$ cat config.mk
export PLATFORM = sky130hd
export DESIGN_NAME = bt_irq_ctrl
export DESIGN_NICKNAME = d
export VERILOG_FILES = /design/src/rtl/bt_pkg.sv /design/src/rtl/bt_prescaler.sv /design/src/rtl/bt_enable_reg.sv /design/src/rtl/bt_flag_bank.sv /design/src/rtl/bt_irq_ctrl.sv
export SDC_FILE = /design/constraint.sdc
export NUM_CORES = 1
export LEC_CHECK = 0
export BUFFER_PORTS_ARGS = -buffer_cell sky130_fd_sc_hd__buf_4
export CAP_MARGIN = 20
export CORE_MARGIN = 2
export CORE_UTILIZATION = 57
export CTS_CLUSTER_DIAMETER = 60
export CTS_CLUSTER_SIZE = 24
export DETAILED_ROUTE_END_ITERATION = 16
export MAX_ROUTING_LAYER = met4
export PLACE_DENSITY_LB_ADDON = 0.05
export SLEW_MARGIN = 20
export SYNTH_ARGS = -nofsm -noshare
export SYNTH_HDL_FRONTEND = slang
export SYNTH_HIERARCHICAL = 1
export SYNTH_SLANG_ARGS = --single-unit
export TNS_END_PERCENT = 1
$ cat constraint.sdc
create_clock -name clk -period 1.6 [get_ports clk]
set_input_delay 0.16 -clock clk [delete_from_list [all_inputs] [get_ports clk]]
set_output_delay 0.16 -clock clk [all_outputs]
set_load 0.005 [all_outputs]
$ cat src/rtl/bt_pkg.sv
package bt_pkg;
  localparam int unsigned NUM_SRC = 4;
  localparam int unsigned ADDR_W  = 2;

  typedef logic [NUM_SRC-1:0] nib_t;

  typedef enum logic [ADDR_W-1:0] {
    ADDR_TICK_EN   = 2'd0,
    ADDR_EVT_EN    = 2'd1,
    ADDR_TICK_FLAG = 2'd2,
    ADDR_EVT_FLAG  = 2'd3
  } reg_addr_e;
endpackage

$ cat src/rtl/bt_prescaler.sv
module bt_prescaler #(
  parameter int unsigned CNT_W = 16,
  parameter int unsigned TAP0  = 10,
  parameter int unsigned TAP1  = 11,
  parameter int unsigned TAP2  = 12,
  parameter int unsigned TAP3  = 16
) (
  input  logic                      clk,
  input  logic                      rst_n,
  output logic [bt_pkg::NUM_SRC-1:0] tick_o
);
  logic [CNT_W-1:0] cnt_q;

  always_ff @(posedge clk) begin
    if (!rst_n) cnt_q <= '0;
    else        cnt_q <= cnt_q + CNT_W'(1);
  end

  // Each tap fires on the last count before its low bits wrap.
  for (genvar g = 0; g < int'(bt_pkg::NUM_SRC); g++) begin : g_tap
    localparam int unsigned TB = (g == 0) ? TAP0 :
                                 (g == 1) ? TAP1 :
                                 (g == 2) ? TAP2 : TAP3;
    assign tick_o[g] = &cnt_q[TB-1:0];
  end
endmodule

$ cat src/rtl/bt_enable_reg.sv
module bt_enable_reg #(
  parameter int unsigned N = 4
) (
  input  logic         clk,
  input  logic         rst_n,
  input  logic         we_i,
  input  logic [N-1:0] d_i,
  output logic [N-1:0] q_o
);
  always_ff @(posedge clk) begin
    if (!rst_n)    q_o <= '0;
    else if (we_i) q_o <= d_i;
  end
endmodule

$ cat src/rtl/bt_flag_bank.sv
module bt_flag_bank #(
  parameter int unsigned N = 4
) (
  input  logic         clk,
  input  logic         rst_n,
  input  logic [N-1:0] set_i,
  input  logic [N-1:0] clr_i,
  output logic [N-1:0] flag_o
);
  for (genvar g = 0; g < int'(N); g++) begin : g_flag
    // A set on the same edge as a clear takes priority.
    always_ff @(posedge clk) begin
      if (!rst_n)         flag_o[g] <= 1'b0;
      else if (set_i[g])  flag_o[g] <= 1'b1;
      else if (clr_i[g])  flag_o[g] <= 1'b0;
    end
  end
endmodule

$ cat src/rtl/bt_irq_ctrl.sv
module bt_irq_ctrl
  import bt_pkg::*;
#(
  parameter int unsigned CNT_W = 16,
  parameter int unsigned TAP0  = 10,
  parameter int unsigned TAP1  = 11,
  parameter int unsigned TAP2  = 12,
  parameter int unsigned TAP3  = 16
) (
  input  logic       clk,
  input  logic       rst_n,
  input  logic [3:0] evt_i,
  input  logic [1:0] addr_i,
  input  logic       wr_en_i,
  input  logic [3:0] wdata_i,
  output logic [3:0] rdata_o,
  output logic       irq_o
);
  reg_addr_e addr_e;
  nib_t      tick;
  nib_t      en_tick, en_evt;
  nib_t      flg_tick, flg_evt;
  nib_t      clr_tick, clr_evt;
  logic      we_en_tick, we_en_evt;

  assign addr_e     = reg_addr_e'(addr_i);
  assign we_en_tick = wr_en_i && (addr_e == ADDR_TICK_EN);
  assign we_en_evt  = wr_en_i && (addr_e == ADDR_EVT_EN);
  assign clr_tick   = (wr_en_i && (addr_e == ADDR_TICK_FLAG)) ? ~wdata_i : '0;
  assign clr_evt    = (wr_en_i && (addr_e == ADDR_EVT_FLAG))  ? ~wdata_i : '0;

  bt_prescaler #(
    .CNT_W(CNT_W), .TAP0(TAP0), .TAP1(TAP1), .TAP2(TAP2), .TAP3(TAP3)
  ) u_presc (
    .clk    (clk),
    .rst_n  (rst_n),
    .tick_o (tick)
  );

  bt_enable_reg #(.N(NUM_SRC)) u_en_tick (
    .clk(clk), .rst_n(rst_n), .we_i(we_en_tick), .d_i(wdata_i), .q_o(en_tick)
  );

  bt_enable_reg #(.N(NUM_SRC)) u_en_evt (
    .clk(clk), .rst_n(rst_n), .we_i(we_en_evt), .d_i(wdata_i), .q_o(en_evt)
  );

  bt_flag_bank #(.N(NUM_SRC)) u_flg_tick (
    .clk(clk), .rst_n(rst_n), .set_i(tick), .clr_i(clr_tick), .flag_o(flg_tick)
  );

  bt_flag_bank #(.N(NUM_SRC)) u_flg_evt (
    .clk(clk), .rst_n(rst_n), .set_i(evt_i), .clr_i(clr_evt), .flag_o(flg_evt)
  );

  always_comb begin
    unique case (addr_e)
      ADDR_TICK_EN:   rdata_o = en_tick;
      ADDR_EVT_EN:    rdata_o = en_evt;
      ADDR_TICK_FLAG: rdata_o = flg_tick;
      default:        rdata_o = flg_evt;
    endcase
  end

  assign irq_o = |((flg_tick & en_tick) | (flg_evt & en_evt));
endmodule

# After elaboration in Yosys (flattened, before gate mapping)
# Cells that the tools add are included.
# W data, S select, Z words.
[op_classes]
n_reduce_logical = 18
muxes = 19
n_eq_ne = 3
add_sub_neg = 1
n_bitwise = 4
[ops]
columns = ["operator", "count"]
rows = [
  ["$add A16 B1 Y16 const B", 1],
  ["$mux W1", 16],
  ["$reduce_and A16 Y1", 1],
  ["$reduce_bool A2 Y1", 8],
  ["$pmux W4 S3", 1],
  ["$reduce_and A12 Y1", 1],
  ["$reduce_and A11 Y1", 1],
  ["$reduce_and A10 Y1", 1],
  ["$and A4 B4 Y4", 2],
  ["$mux W4", 2],
  ["$eq A2 B2 Y1 const B", 2],
  ["$logic_and A1 B1 Y1", 4],
  ["$not A4 Y4", 1],
  ["$or A4 B4 Y4", 1],
  ["$reduce_or A4 Y1", 1],
  ["$eq A2 B1 Y1 const B", 1],
  ["$logic_not A2 Y1", 1],
]
[totals]
word_cells = 56
input_bits = 13
reg_bits = 32
output_inout_bits = 5

# Depth between registers and ports, before layout
# Gate-level depths: netlist of run 1.
[logic_depth]
depth_word = 5
depth_mapped = 5
depth_no_buf = 5

# Modules after synthesis
# Netlist of run 1, hierarchy kept.
[modules_own_cells]
columns = ["module", "area_per_inst_um2", "seq_area_each_um2", "cells_each", "instances"]
rows = [
  ["bt_prescaler", 762.0, 320.3, 84, 1],
  ["bt_flag_bank", 165.2, 80.1, 12, 2],
  ["bt_enable_reg", 156.4, 80.1, 13, 2],
  ["bt_irq_ctrl", 227.7, 0.0, 27, 1],
]

# Least setup slack after synthesis of run 1
# No wires, ideal clock.
[synth_path]
path_kind = "register to register"
from = "reg u_presc.cnt_q[0]"
to = "reg u_flg_tick.flag_o[3]"
n_path_buf = 0
required_ps = 1542
arrival_ps = 1386
setup_time_ps = 58
setup_slack_ps = 156
synth_period_minus_slack_ps = 1444
path_stages_with_launch = 6
cell_sequence = "dfxtp_1 -> ha_1 -> nand4_2 -> nor4_4 -> and3_1 -> o21a_1"
[synth_via]
elab_chain_cells = 2
elab_cells_between_ends = 3
classes_between = "mux: 1; reduce/logical: 2"
[synth_rtl]
columns = ["element", "line_no", "source"]
rows = [
  ["start: declaration", "bt_prescaler.sv:12", "logic [CNT_W-1:0] cnt_q;"],
  ["start signal: assignment", "bt_prescaler.sv:16", "else cnt_q <= cnt_q + CNT_W'(1);"],
  ["$reduce_and A16 Y1 (*)", "bt_prescaler.sv:24", "assign tick_o[g] = &cnt_q[TB-1:0];"],
  ["net tick[3]", "bt_irq_ctrl.sv:20", "nib_t tick;"],
  ["$mux W1 / $reduce_bool A2 Y1 (equally long branches)", "--", ""],
  ["end signal: indexed assignment", "bt_flag_bank.sv:13", "if (!rst_n) flag_o[g] <= 1'b0;"],
  ["end signal: indexed assignment", "bt_flag_bank.sv:14", "else if (set_i[g]) flag_o[g] <= 1'b1;"],
  ["end signal: indexed assignment", "bt_flag_bank.sv:15", "else if (clr_i[g]) flag_o[g] <= 1'b0;"],
  ["end: declaration", "bt_flag_bank.sv:8", "output logic [N-1:0] flag_o"],
]
# The timed path passes the listed nets; every way through them passes the cells marked *.
# A chain may end at the register's enable or synchronous reset.

# Worst setup path after layout of run 1
[layout_path]
from = "reg u_presc.cnt_q[1]"
to = "reg u_flg_tick.flag_o[3]"
# Same word-level chain as after synthesis.

==> PnR_summary.wiki, run 1 <==
{| class="wikitable"
! Metric !! Value
|-
| Sequential power share || 0.523
|-
| Top_reg_cell synth || sky130_fd_sc_hd__dfxtp_1
|-
| Total Power || between 1.5 and 2 mW
|-
| Pwr per Cell Area || 858.3 nW/um^2
|-
| Core Box Area || 2734 um^2
|-
| Critical Path, Cell by Cell || ha_1 > nand4_2 > nor4_4 > and3_1 > o21a_1
|-
| Pin count of the biggest net entering global routing || 29
|-
| Detailed-placement wirelength estimate || ~2.2 mm
|-
| Net count after synthesis || between 150 and 200
|-
| Hold violation total from the final report || 0
|-
| Initial cell density of the core || 0.5973
|-
| Worst-path cell with the longest stage delay || sky130_fd_sc_hd__dfxtp_1
|-
| Type of the worst setup path || flop to flop
|-
| Number of flops mapped to enable cells by yosys || 0
|-
| Chip height || around 58 um
|-
| Cts bufs inserted || 5
|-
| Post-layout min period || around 1.5 ns
|-
| Library cell with the largest summed area after synthesis || sky130_fd_sc_hd__dfxtp_1
|-
| Detailed Routing Iterations Pass 1 || 4
|-
| Post-Syn Area per Cell || between 10 and 15 um^2
|-
| Worst vdd ir || about 0.0012 V
|-
| Share of the clock period used by the worst path after layout || 0.9599
|-
| Max-cap violations || 0
|-
| Clk sinks || 32
|-
| Setup crit start kind || flop
|-
| Worst-Margin Slew || 0.3399 ns
|-
| Critical R2R Launch || u_presc/cnt_q[1]
|-
| Post-Syn Instances || 161
|-
| CP endpoint kind || flop
|-
| Post-route clock skew || 0.009307 ns
|-
| DRC marker count from the first detailed-route iteration || 49
|-
| Number of failing setup endpoints in the final timing report || 0
|-
| Finished Core Util || 0.6787
|-
| Achievable clock frequency || ~650 MHz
|-
| Number of buffers inserted by hold repair at cts || 0
|-
| Number of distinct library cell variants in the gate-level netlist after synthesis || 37
|-
| Number of cells on the worst hold path || 2
|-
| Yosys top cell area share || 0.3923
|-
| Hold path start || evt_i[2]
|-
| Routed WL per cell || 13.50 um
|-
| Most frequent cells in the layout || sky130_fd_sc_hd__dfxtp_1 (32), sky130_fd_sc_hd__buf_4 (20), sky130_fd_sc_hd__mux2i_1 (13)
|-
| Synthesis Warnings || 6
|-
| Number of nets with antenna violations after detailed routing || 0
|-
| Critical Path Start || u_presc/cnt_q[1]
|-
| Post-synthesis async set-or-reset flop share || 0
|-
| Share of post-route cells with drive strength above 1 || 0.2500
|-
| Max-slew violation count || 0
|-
| Post-synth design cell area || 1633 um^2
|-
| Global router's overall resource usage || 0.2067
|-
| Max-Slew Margin vs Limit || 0.7713
|-
| TritonCTS clock tree || done
|-
| Final sum of negative setup slack || 0 ns
|-
| R2R setup slack || ~0.064 ns
|-
| Antenna violations before repair || 0
|-
| Width of the die || around 58 um
|-
| Via/cell ratio || around 5.7
|-
| Vias in the first global route || 1,170
|-
| Port buffer count || 17
|-
| Final weighted congestion in routability-driven placement || 0.8563
|-
| RSZ-0062 raised after global routing || yes
|-
| Total number of H-tree levels || 2
|-
| Layout overhead on the synthesized area || 13.64%
|-
| Seq cells post-synth || 32
|-
| Residual overflow from global routing || 0
|-
| Quantity of gates resized following cts || 0
|-
| Number of cells traversed by the worst register-to-register path || 5
|-
| Most common cell after layout, fill and taps aside || sky130_fd_sc_hd__dfxtp_1
|-
| Worst Hold Endpoint || u_flg_evt/flag_o[2]
|-
| Largest buffer count on any clock path || 2
|-
| Remaining DRCs || 0
|-
| Critical R2R Capture || u_flg_tick/flag_o[3]
|-
| Number of vias in the routed layout || 1,217
|-
| Post-CTS setup buffer count || 0
|-
| Static leakage power || slightly below 0.7 nW
|-
| IO Pins || 18
|-
| Pre-CTS setup slack || about 0.076 ns
|-
| Worst-path maximum fanout || 8
|-
| Data arrival time of the worst path || between 1.5 and 2 ns
|-
| Die footprint || 3309 um^2
|-
| Placement row count || 19
|-
| Share of synthesized area occupied by flip-flops and latches || 0.3923
|-
| Final worst-path setup slack || 0.06409 ns
|-
| Total length of routed wires || roughly 2.9 mm
|-
| Type of the tightest min-delay check || input pin to flop
|-
| Number of fillers in the final layout || 216
|-
| Antenna Diode Count || 0
|-
| Insertion delay to the later sink of the worst-skew pair || about 0.34 ns
|-
| Register clock-pin slew on the reported worst setup and hold paths || 0.10 ns
|-
| Share of power burned in the clock network || 0.383
|-
| Part of the total power dissipated in combinational logic || 0.093
|-
| Switching Fraction || 0.2290
|-
| Status || finished clean
|-
| Final net count || approximately 200
|-
| Biggest cell delay along the critical path || between 0.3 and 0.4 ns
|-
| Internal || 1.228 mW
|-
| Clk root buf || sky130_fd_sc_hd__clkbuf_4
|-
| Wire length of the first global-routing pass || roughly 5.0 mm
|-
| Area contributors post-synth || sky130_fd_sc_hd__dfxtp_1 (39%), sky130_fd_sc_hd__mux2i_1 (8.0%), sky130_fd_sc_hd__nor2b_4 (6.7%)
|-
| Net switching component of the power || ~360 uW
|-
| Data required time at the worst endpoint || approximately 1.9 ns
|}
-- cell families after synthesis --
| logic type | after synthesis | share of synthesized area |
|---|---|---|
| compound gates | 24 | 0.09502 |
| xor+xnor | 3 | 0.01609 |
| fa+ha+maj | 1 | 0.007662 |
| buf+inv | 8 | 0.03294 |
| flops | 32 | 0.3923 |
| mux | 17 | 0.1349 |
| simple gates | 76 | 0.3211 |
-- state kept, by name (all words and copies together), names as in the netlist --
name	flops
u_flg_evt/flag_o	4
u_en_tick/q_o	4
u_flg_tick/flag_o	4
u_presc/cnt_q	16
u_en_evt/q_o	4
-- per-stage QoR --
stage | cells | area (um^2) | hold slack [ns]
after floorplan | 161 | 1633 | 0.2775
after global placement | 207 | 1779 | 0.3673
after detailed placement | 207 | 1779 | 0.3719
after CTS | 215 | 1856 | 0.003234
after global routing | 215 | 1856 | 0.01075
final | 215 | 1856 | 0.01547
-- synth_stat cells, drive strengths merged, types with 2 or more instances --
| cell | number |
|---|---|
| dfxtp | 32 |
| nor2b | 16 |
| mux2i | 13 |
| nor2 | 12 |
| nand2 | 11 |
| nand2b | 10 |
| o21a | 8 |
| a21oi | 6 |
| nand3 | 5 |
| nand4 | 5 |
| a22oi | 4 |
| mux4 | 4 |
| nor4 | 4 |
| o21ai | 4 |
| or3 | 4 |
| buf | 3 |
| and3 | 2 |
| clkbuf | 2 |
| inv | 2 |
| nor3 | 2 |
| o31ai | 2 |
| or4 | 2 |
| xor2 | 2 |
-- layer usage --
metal,share of wire,global-route usage
met4,0.024,0.1196
met1,0.43,0.2307
met5,0,-
met3,0.054,0.05215
met2,0.49,0.3328
-- cell type report --
type | count | area [um^2] | area share
clock buffers | 6 | 41.29 | 0.02225
clock inverters | 2 | 35.03 | 0.01888
inverters | 3 | 11.26 | 0.006069
multi-input cells | 121 | 938.4 | 0.5057
flip-flops and latches | 32 | 640.6 | 0.3452
well taps | 31 | 38.79 | 0.02090
repair buffers | 20 | 150.1 | 0.08092
-- power groups by stage --
stage	combinational, mW	clock [mW]	sequential (mW)
2_1_floorplan	0.0935	0	0.849
3_3_place_gp	0.147	0	0.851
3_5_place_dp	0.150	0	0.852
4_1_cts	0.151	0.627	0.834
5_1_grt	0.166	0.660	0.837
6_report	0.149	0.610	0.834
-- how the worst max path moves through the flow --
stage	endpoint	slack, ns	cells after the start
CTS	u_flg_tick/flag_o[3]	0.05	5
global placement	u_flg_tick/flag_o[3]	0.14	5
global route	u_presc/cnt_q[14]	-0.05	4
detailed placement	u_flg_tick/flag_o[3]	0.08	5
floorplan	u_flg_tick/flag_o[3]	0.16	5
finish	u_flg_tick/flag_o[3]	0.06	5
-- critical path: cells and delay by family, from the launching register on --
family,cells,cell delay (ns)
compound gates,1,0.11
fa+ha+maj,1,0.23
flops,1,0.35
simple gates,3,0.79
Note: power is estimated with default switching activity, not from simulation.
==> inputs of run 2 (changes only) <==
- CTS_BUF_LIST: unset -> sky130_fd_sc_hd__clkbuf_16
- SKIP_CTS_REPAIR_TIMING: unset -> 1
==> run 2 against run 1 <==
Against the previous run: clock power rose by 72%; clock-buffer cell count decreased by 1; register-to-register slack improved by 0.02 ns; critical path type unchanged; largest cell class unchanged; power is 28% higher; via count up 2.5%.
==> PnR_summary.wiki, run 2 (synthesized netlist as in run 1, its figures left out) <==
{| class="wikitable"
! Metric !! Value
|-
| Clk root buf || sky130_fd_sc_hd__clkbuf_16 (was sky130_fd_sc_hd__clkbuf_4)
|-
| Chip height || 57.52 um (unchanged)
|-
| Detailed-placement wirelength estimate || 2.150 mm (unchanged)
|-
| Core Box Area || 2734 um^2 (unchanged)
|-
| Finished Core Util || 0.7108 (was 0.6787)
|-
| Total Power || 2.033 mW (was 1.593 mW)
|-
| Clk sinks || 32 (unchanged)
|-
| Detailed Routing Iterations Pass 1 || 4 (unchanged)
|-
| Number of fillers in the final layout || 195 (was 216)
|-
| Wire length of the first global-routing pass || 5.175 mm (was 4.995 mm)
|-
| Share of post-route cells with drive strength above 1 || 0.2500 (unchanged)
|-
| Final weighted congestion in routability-driven placement || 0.8563 (unchanged)
|-
| Largest buffer count on any clock path || 2 (unchanged)
|-
| Final worst-path setup slack || 0.08455 ns (was 0.06409 ns)
|-
| Register with the most flip-flops || u_presc/cnt_q (unchanged)
|-
| Pin count of the biggest net entering global routing || 29 (unchanged)
|-
| Number of vias in the routed layout || 1,247 (was 1,217)
|-
| Max-Slew Margin vs Limit || 0.7693 (was 0.7713)
|-
| GR Layer Usage met3 || 0.07256 (was 0.05215)
|-
| Final Instance Count excl. Fillers || 215 (unchanged)
|-
| Cts bufs inserted || 5 (unchanged)
|-
| Register clock-pin slew on the reported worst setup and hold paths || 0.05 ns (was 0.10 ns)
|-
| Antenna Diode Count || 0 (unchanged)
|-
| Post-layout min period || 1.515 ns (was 1.536 ns)
|-
| Width of the die || 57.52 um (unchanged)
|-
| Placement row count || 19 (unchanged)
|-
| Hold path start || evt_i[2] (unchanged)
|-
| Achievable clock frequency || 659.9 MHz (was 651.1 MHz)
|-
| Worst vdd ir || 0.001199 V (was 0.001182 V)
|-
| Worst slack on hold paths || 0.09062 ns (was 0.01547 ns)
|-
| TritonCTS clock tree || done (unchanged)
|-
| DRC marker count from the first detailed-route iteration || 45 (was 49)
|-
| Share of the clock period used by the worst path after layout || 0.9472 (was 0.9599)
|-
| Number of flip-flops under the largest register name || 16 (unchanged)
|-
| Met2 Use GR || 0.3393 (was 0.3328)
|-
| Max-slew violation count || 0 (unchanged)
|-
| Layout overhead on the synthesized area || 19.00% (was 13.64%)
|-
| Total length of routed wires || 3.059 mm (was 2.903 mm)
|-
| Most frequent cells in the layout || sky130_fd_sc_hd__dfxtp_1 (32), sky130_fd_sc_hd__buf_4 (20), sky130_fd_sc_hd__mux2i_1 (13) (unchanged)
|-
| Max-cap violations || 0 (unchanged)
|-
| Insertion delay to the later sink of the worst-skew pair || 0.27 ns (was 0.34 ns)
|-
| Placed inst area || 1779 um^2 (unchanged)
|-
| Hold violation total from the final report || 0 (unchanged)
|-
| Critical R2R Launch || u_presc/cnt_q[0] (was u_presc/cnt_q[1])
|-
| Type of the worst setup path || flop to flop (unchanged)
|-
| Final design instance area without fill || 1943 um^2 (was 1856 um^2)
|-
| Setup crit start kind || flop (unchanged)
|-
| Final net count || 197 (unchanged)
|-
| Type of the tightest min-delay check || input pin to flop (unchanged)
|-
| Number of nets with antenna violations after detailed routing || 0 (unchanged)
|-
| Critical Path Start || u_presc/cnt_q[0] (was u_presc/cnt_q[1])
|-
| Vias in the first global route || 1,193 (was 1,170)
|-
| Data arrival time of the worst path || 1.73 ns (was 1.82 ns)
|-
| Pre-CTS setup slack || 0.07576 ns (unchanged)
|-
| Final sum of negative setup slack || 0 ns (unchanged)
|-
| Residual overflow from global routing || 0 (unchanged)
|-
| Via/cell ratio || 5.800 (was 5.660)
|-
| RSZ-0062 raised after global routing || yes (unchanged)
|-
| Number of failing setup endpoints in the final timing report || 0 (unchanged)
|-
| Status || finished clean (unchanged)
|-
| Global router's overall resource usage || 0.2135 (was 0.2067)
|-
| Worst-Margin Slew || 0.3429 ns (was 0.3399 ns)
|-
| Routed WL per cell || 14.23 um (was 13.50 um)
|-
| Remaining DRCs || 0 (unchanged)
|-
| Post-Place Cells || 207 (unchanged)
|-
| Data required time at the worst endpoint || 1.82 ns (was 1.89 ns)
|-
| Static leakage power || 0.7271 nW (was 0.6844 nW)
|-
| Die footprint || 3309 um^2 (unchanged)
|-
| Worst-path maximum fanout || 8 (unchanged)
|-
| Antenna violations before repair || 0 (unchanged)
|-
| Global routing usage on met1 || 0.2364 (was 0.2307)
|-
| Most common cell after layout, fill and taps aside || sky130_fd_sc_hd__dfxtp_1 (unchanged)
|-
| Port buffer count || 17 (unchanged)
|-
| Pwr per Cell Area || 1046 nW/um^2 (was 858.3 nW/um^2)
|-
| Total number of H-tree levels || 2 (unchanged)
|-
| Initial cell density of the core || 0.5973 (unchanged)
|-
| Post-route clock skew || 0.002864 ns (was 0.009307 ns)
|-
| Most utilized layer in the global route result || met2 (unchanged)
|-
| IO Pins || 18 (unchanged)
|-
| CP endpoint kind || flop (unchanged)
|}
-- run 2: cell types whose count changed in the layout (fill, tap and decap cells not counted) --
cell	previous run	this run
sky130_fd_sc_hd__clkbuf_16	0	5
sky130_fd_sc_hd__clkbuf_1	1	0
sky130_fd_sc_hd__clkbuf_4	5	0
sky130_fd_sc_hd__inv_1	2	3
-- run 2: layer usage --
metal | vias up | wire length, um
met5 | - | 0
met4 | 0 | 29
met3 | 4 | 168
met2 | 35 | 1589
met1 | 589 | 1272
li1 | 619 | -
-- run 2: cell type report --
class                           instances  area (um^2)  area share
Clock inverter                          3        38.79     0.01996
Tap cell                               31        38.79     0.01996
Timing Repair Buffer                   20        150.1     0.07727
Clock buffer                            5        125.1     0.06439
Multi-Input combinational cell        121        938.4      0.4829
Inverter                                3        11.26    0.005795
Sequential cell                        32        640.6      0.3297
-- run 2: path summary, 6_finish.rpt --
| check | endpoint | cells after the start | slack [ns] |
|---|---|---|---|
| hold / removal | u_flg_evt/flag_o[2] | 2 | 0.09 |
| setup reg to reg | u_flg_tick/flag_o[3] | 5 | 0.08 |
| setup / recovery | u_flg_tick/flag_o[3] | 5 | 0.08 |
| hold reg to reg | u_presc/cnt_q[15] | 2 | 0.48 |
-- run 2: worst max-delay path, cell delays in order, from the launching register on --
cell                      delay, ns
sky130_fd_sc_hd__dfxtp_1       0.33
sky130_fd_sc_hd__ha_1          0.23
sky130_fd_sc_hd__nand4_2       0.26
sky130_fd_sc_hd__nor4_4        0.33
sky130_fd_sc_hd__and3_1        0.20
sky130_fd_sc_hd__o21a_1        0.11
-- run 2: where the power goes --
group | internal, mW | leakage [nW] | switching, mW
Sequential | 0.819 | 0.260 | 0.0173
Clock | 0.724 | 0.0850 | 0.322
Combinational | 0.0839 | 0.382 | 0.0663
==> inputs of run 3 (changes only) <==
- ABC_AREA: unset -> 1
==> run 3 against run 2 <==
Against the previous run: wire length is 14% higher; die area is 3.8% higher; highest routed layer unchanged; non-clock buffer count is 1 lower; first-iteration DRC count is 120% higher; the run now ends with DRC left; critical endpoint unchanged; largest cell class unchanged.
==> PnR_summary.wiki, run 3 <==
{| class="wikitable"
! Metric !! Value
|-
| Status || finished with violations (was finished clean)
|-
| Violations in the final reports || DRC
|-
| Placement row count || 19 (unchanged)
|-
| Pin count of the biggest net entering global routing || 23 (was 29)
|-
| Count leader, synth || sky130_fd_sc_hd__nand2_1 (was sky130_fd_sc_hd__dfxtp_1)
|-
| Remaining DRCs || 2 (was 0)
|-
| Number of distinct library cell variants in the gate-level netlist after synthesis || 23 (was 37)
|-
| Data required time at the worst endpoint || 1.81 ns (was 1.82 ns)
|-
| Worst vdd ir || 0.0007498 V (was 0.001199 V)
|-
| CP endpoint kind || flop (unchanged)
|-
| Post-route clock skew || 0.005759 ns (was 0.002864 ns)
|-
| Via/cell ratio || 4.893 (was 5.800)
|-
| Post-Syn Area per Cell || 6.436 um^2 (was 10.14 um^2)
|-
| Die footprint || 3433 um^2 (was 3309 um^2)
|-
| Setup crit start kind || flop (unchanged)
|-
| Register clock-pin slew on the reported worst setup and hold paths || 0.05 ns (about the same)
|-
| Final Instance Count excl. Fillers || 317 (was 215)
|-
| Sequential standard cell area || 640.6 um^2 (unchanged)
|-
| Most common cell after layout, fill and taps aside || sky130_fd_sc_hd__nand2_1 (was sky130_fd_sc_hd__dfxtp_1)
|-
| Detailed Routing Iterations Pass 1 || 11 (was 4)
|-
| Type of the worst setup path || flop to flop (unchanged)
|-
| Worst-path maximum fanout || 7 (was 8)
|-
| Number of failing setup endpoints in the final timing report || 0 (unchanged)
|-
| Seq cells post-synth || 32 (unchanged)
|-
| TritonCTS clock tree || done (unchanged)
|-
| Yosys top cell area share || 0.3770 (was 0.3923)
|-
| Antenna Diode Count || 0 (unchanged)
|-
| Residual overflow from global routing || 0 (unchanged)
|-
| Net count after synthesis || 278 (was 175)
|-
| DRC marker count from the first detailed-route iteration || 100 (was 45)
|-
| Core Box Area || 2805 um^2 (was 2734 um^2)
|-
| Clk sinks || 32 (unchanged)
|-
| Width of the die || 58.60 um (was 57.52 um)
|-
| Share of synthesized area occupied by flip-flops and latches || 0.3770 (was 0.3923)
|-
| Vias in the first global route || 1,383 (was 1,193)
|-
| Initial cell density of the core || 0.6057 (was 0.5973)
|-
| Share of the clock period used by the worst path after layout || 0.8349 (was 0.9472)
|-
| Post-synthesis async set-or-reset flop share || 0 (unchanged)
|-
| Total number of H-tree levels || 2 (unchanged)
|-
| Total length of routed wires || 3.487 mm (was 3.059 mm)
|-
| Top_reg_cell synth || sky130_fd_sc_hd__dfxtp_1 (unchanged)
|-
| Post-Place Cells || 309 (was 207)
|-
| Cts bufs inserted || 5 (unchanged)
|-
| RSZ-0062 raised after global routing || no (was yes)
|-
| Clk root buf || sky130_fd_sc_hd__clkbuf_16 (unchanged)
|-
| Area occupied by multi-input gates || 833.3 um^2 (was 938.4 um^2)
|-
| Max-Slew Margin vs Limit || 0.8268 (was 0.7693)
|-
| Routed WL per cell || 11.00 um (was 14.23 um)
|-
| Pwr per Cell Area || 1024 nW/um^2 (was 1046 nW/um^2)
|-
| Antenna violations before repair || 0 (unchanged)
|-
| Library cell with the largest summed area after synthesis || sky130_fd_sc_hd__dfxtp_1 (unchanged)
|-
| Post-layout min period || 1.336 ns (was 1.515 ns)
|-
| Wire length of the first global-routing pass || 5.733 mm (was 5.175 mm)
|-
| Final sum of negative setup slack || 0 ns (unchanged)
|-
| Post-synth design cell area || 1699 um^2 (was 1633 um^2)
|-
| Register with the most flip-flops || u_presc/cnt_q (unchanged)
|-
| Number of nets with antenna violations after detailed routing || 0 (unchanged)
|-
| Detailed-placement wirelength estimate || 2.516 mm (was 2.150 mm)
|-
| Type of the tightest min-delay check || input pin to flop (unchanged)
|-
| Data arrival time of the worst path || 1.54 ns (was 1.73 ns)
|-
| Layout overhead on the synthesized area || 17.45% (was 19.00%)
|-
| Number of flip-flops under the largest register name || 16 (unchanged)
|-
| Most frequent cells in the layout || sky130_fd_sc_hd__nand2_1 (67), sky130_fd_sc_hd__nor2_1 (47), sky130_fd_sc_hd__inv_1 (47) (was sky130_fd_sc_hd__dfxtp_1 (32), sky130_fd_sc_hd__buf_4 (20), sky130_fd_sc_hd__mux2i_1 (13))
|-
| Number of vias in the routed layout || 1,551 (was 1,247)
|-
| Final weighted congestion in routability-driven placement || 0.8935 (was 0.8563)
|-
| Achievable clock frequency || 748.6 MHz (was 659.9 MHz)
|-
| Synthesis Warnings || 6 (unchanged)
|-
| Most frequent cells after synthesis || sky130_fd_sc_hd__nand2_1 (67), sky130_fd_sc_hd__nor2_1 (47), sky130_fd_sc_hd__inv_1 (46) (was sky130_fd_sc_hd__dfxtp_1 (32), sky130_fd_sc_hd__mux2i_1 (13), sky130_fd_sc_hd__nor2_1 (12))
|-
| Chip height || 58.60 um (was 57.52 um)
|-
| Max-cap violations || 0 (unchanged)
|-
| Hold violation total from the final report || 0 (unchanged)
|-
| IO Pins || 18 (unchanged)
|-
| Static leakage power || 0.9268 nW (was 0.7271 nW)
|-
| Share of post-route cells with drive strength above 1 || 0.1434 (was 0.2500)
|-
| Port buffer count || 17 (unchanged)
|-
| Insertion delay to the later sink of the worst-skew pair || 0.27 ns (about the same)
|-
| Global router's overall resource usage || 0.2283 (was 0.2135)
|-
| Worst-Margin Slew || 0.2589 ns (was 0.3429 ns)
|-
| Final net count || 299 (was 197)
|-
| Post-Syn Instances || 264 (was 161)
|-
| Largest buffer count on any clock path || 2 (unchanged)
|-
| Number of fillers in the final layout || 262 (was 195)
|-
| Number of flops mapped to enable cells by yosys || 0 (unchanged)
|-
| Area contributors post-synth || sky130_fd_sc_hd__dfxtp_1 (38%), sky130_fd_sc_hd__nand2_1 (15%), sky130_fd_sc_hd__nor2_1 (10%) (was sky130_fd_sc_hd__dfxtp_1 (39%), sky130_fd_sc_hd__mux2i_1 (8.0%), sky130_fd_sc_hd__nor2b_4 (6.7%))
|-
| Max-slew violation count || 0 (unchanged)
|}
-- run 3: changes by cell type after synthesis, sizes merged, moves of 6 or more --
cell,before,now
a21oi,6,13
inv,2,47
mux2i,13,0
nand2,11,72
nand2b,10,0
nand3,5,21
nor2,12,55
nor2b,16,1
o21a,8,2
-- run 3: layout make-up --
type / count / area share
tap: 31 / 0.01944
multi-input combinational: 180 / 0.4176
inverter: 47 / 0.08840
clock inverter: 3 / 0.01944
sequential: 32 / 0.3210
timing repair buffer: 19 / 0.07147
clock buffer: 5 / 0.06270
-- run 3: layer usage --
metal / vias up / GRT usage / share of wire
li1: 845 / - / -
met1: 674 / 0.2552 / 0.47
met2: 25 / 0.3917 / 0.48
met3: 7 / 0.05055 / 0.037
met4: 0 / 0.09740 / 0.020
met5: - / - / 0
-- run 3: final timing paths --
kind                         start              endpoint  slack [ns]  cells after the start
setup / recovery  u_presc/cnt_q[0]  u_flg_tick/flag_o[3]        0.26                      9
hold / removal            evt_i[3]   u_flg_evt/flag_o[3]        0.13                      3
setup reg to reg  u_presc/cnt_q[0]  u_flg_tick/flag_o[3]        0.26                      9
hold reg to reg   u_presc/cnt_q[0]      u_presc/cnt_q[0]        0.46                      1
-- run 3: report_power, final --
part           switching (mW)  internal [mW]
sequential             0.0206          0.822
combinational          0.0844         0.0665
clock                   0.326          0.724
total                   0.431           1.61
-- run 3: cells by family (layout without fill, tap and decap cells) --
kind of cell | Yosys count | after routing | synth area share
compound gates | 22 | 22 | 0.07363
buf+inv | 52 | 74 | 0.1325
flops | 32 | 32 | 0.3770
fa+ha+maj | 1 | 1 | 0.007363
simple gates | 156 | 156 | 0.4043
xor+xnor | 1 | 1 | 0.005156
-- run 3: metrics by stage --
stage | power, mW | utilization | setup WS, ns | hold slack (ns) | cell area (um^2)
global route | 2.114 | 0.7114 | 0.1833 | 0.1315 | 1996
finish | 2.044 | 0.7114 | 0.2642 | 0.1295 | 1996
CTS | 2.066 | 0.7114 | 0.2548 | 0.1230 | 1996
detailed placement | 1.010 | 0.6530 | 0.2606 | 0.4157 | 1832
global placement | 1.008 | 0.6530 | 0.3000 | 0.4112 | 1832
floorplan | 0.9479 | - | 0.3602 | 0.2804 | 1699
-- run 3: worst max-delay path, stage by stage (launching register included) --
cell	delay (ns)
sky130_fd_sc_hd__dfxtp_1	0.37
sky130_fd_sc_hd__ha_1	0.22
sky130_fd_sc_hd__nand3_2	0.11
sky130_fd_sc_hd__inv_2	0.09
sky130_fd_sc_hd__nand2_4	0.08
sky130_fd_sc_hd__nor2_2	0.12
sky130_fd_sc_hd__nand2_2	0.07
sky130_fd_sc_hd__nor2_2	0.07
sky130_fd_sc_hd__inv_1	0.04
sky130_fd_sc_hd__a21oi_1	0.12
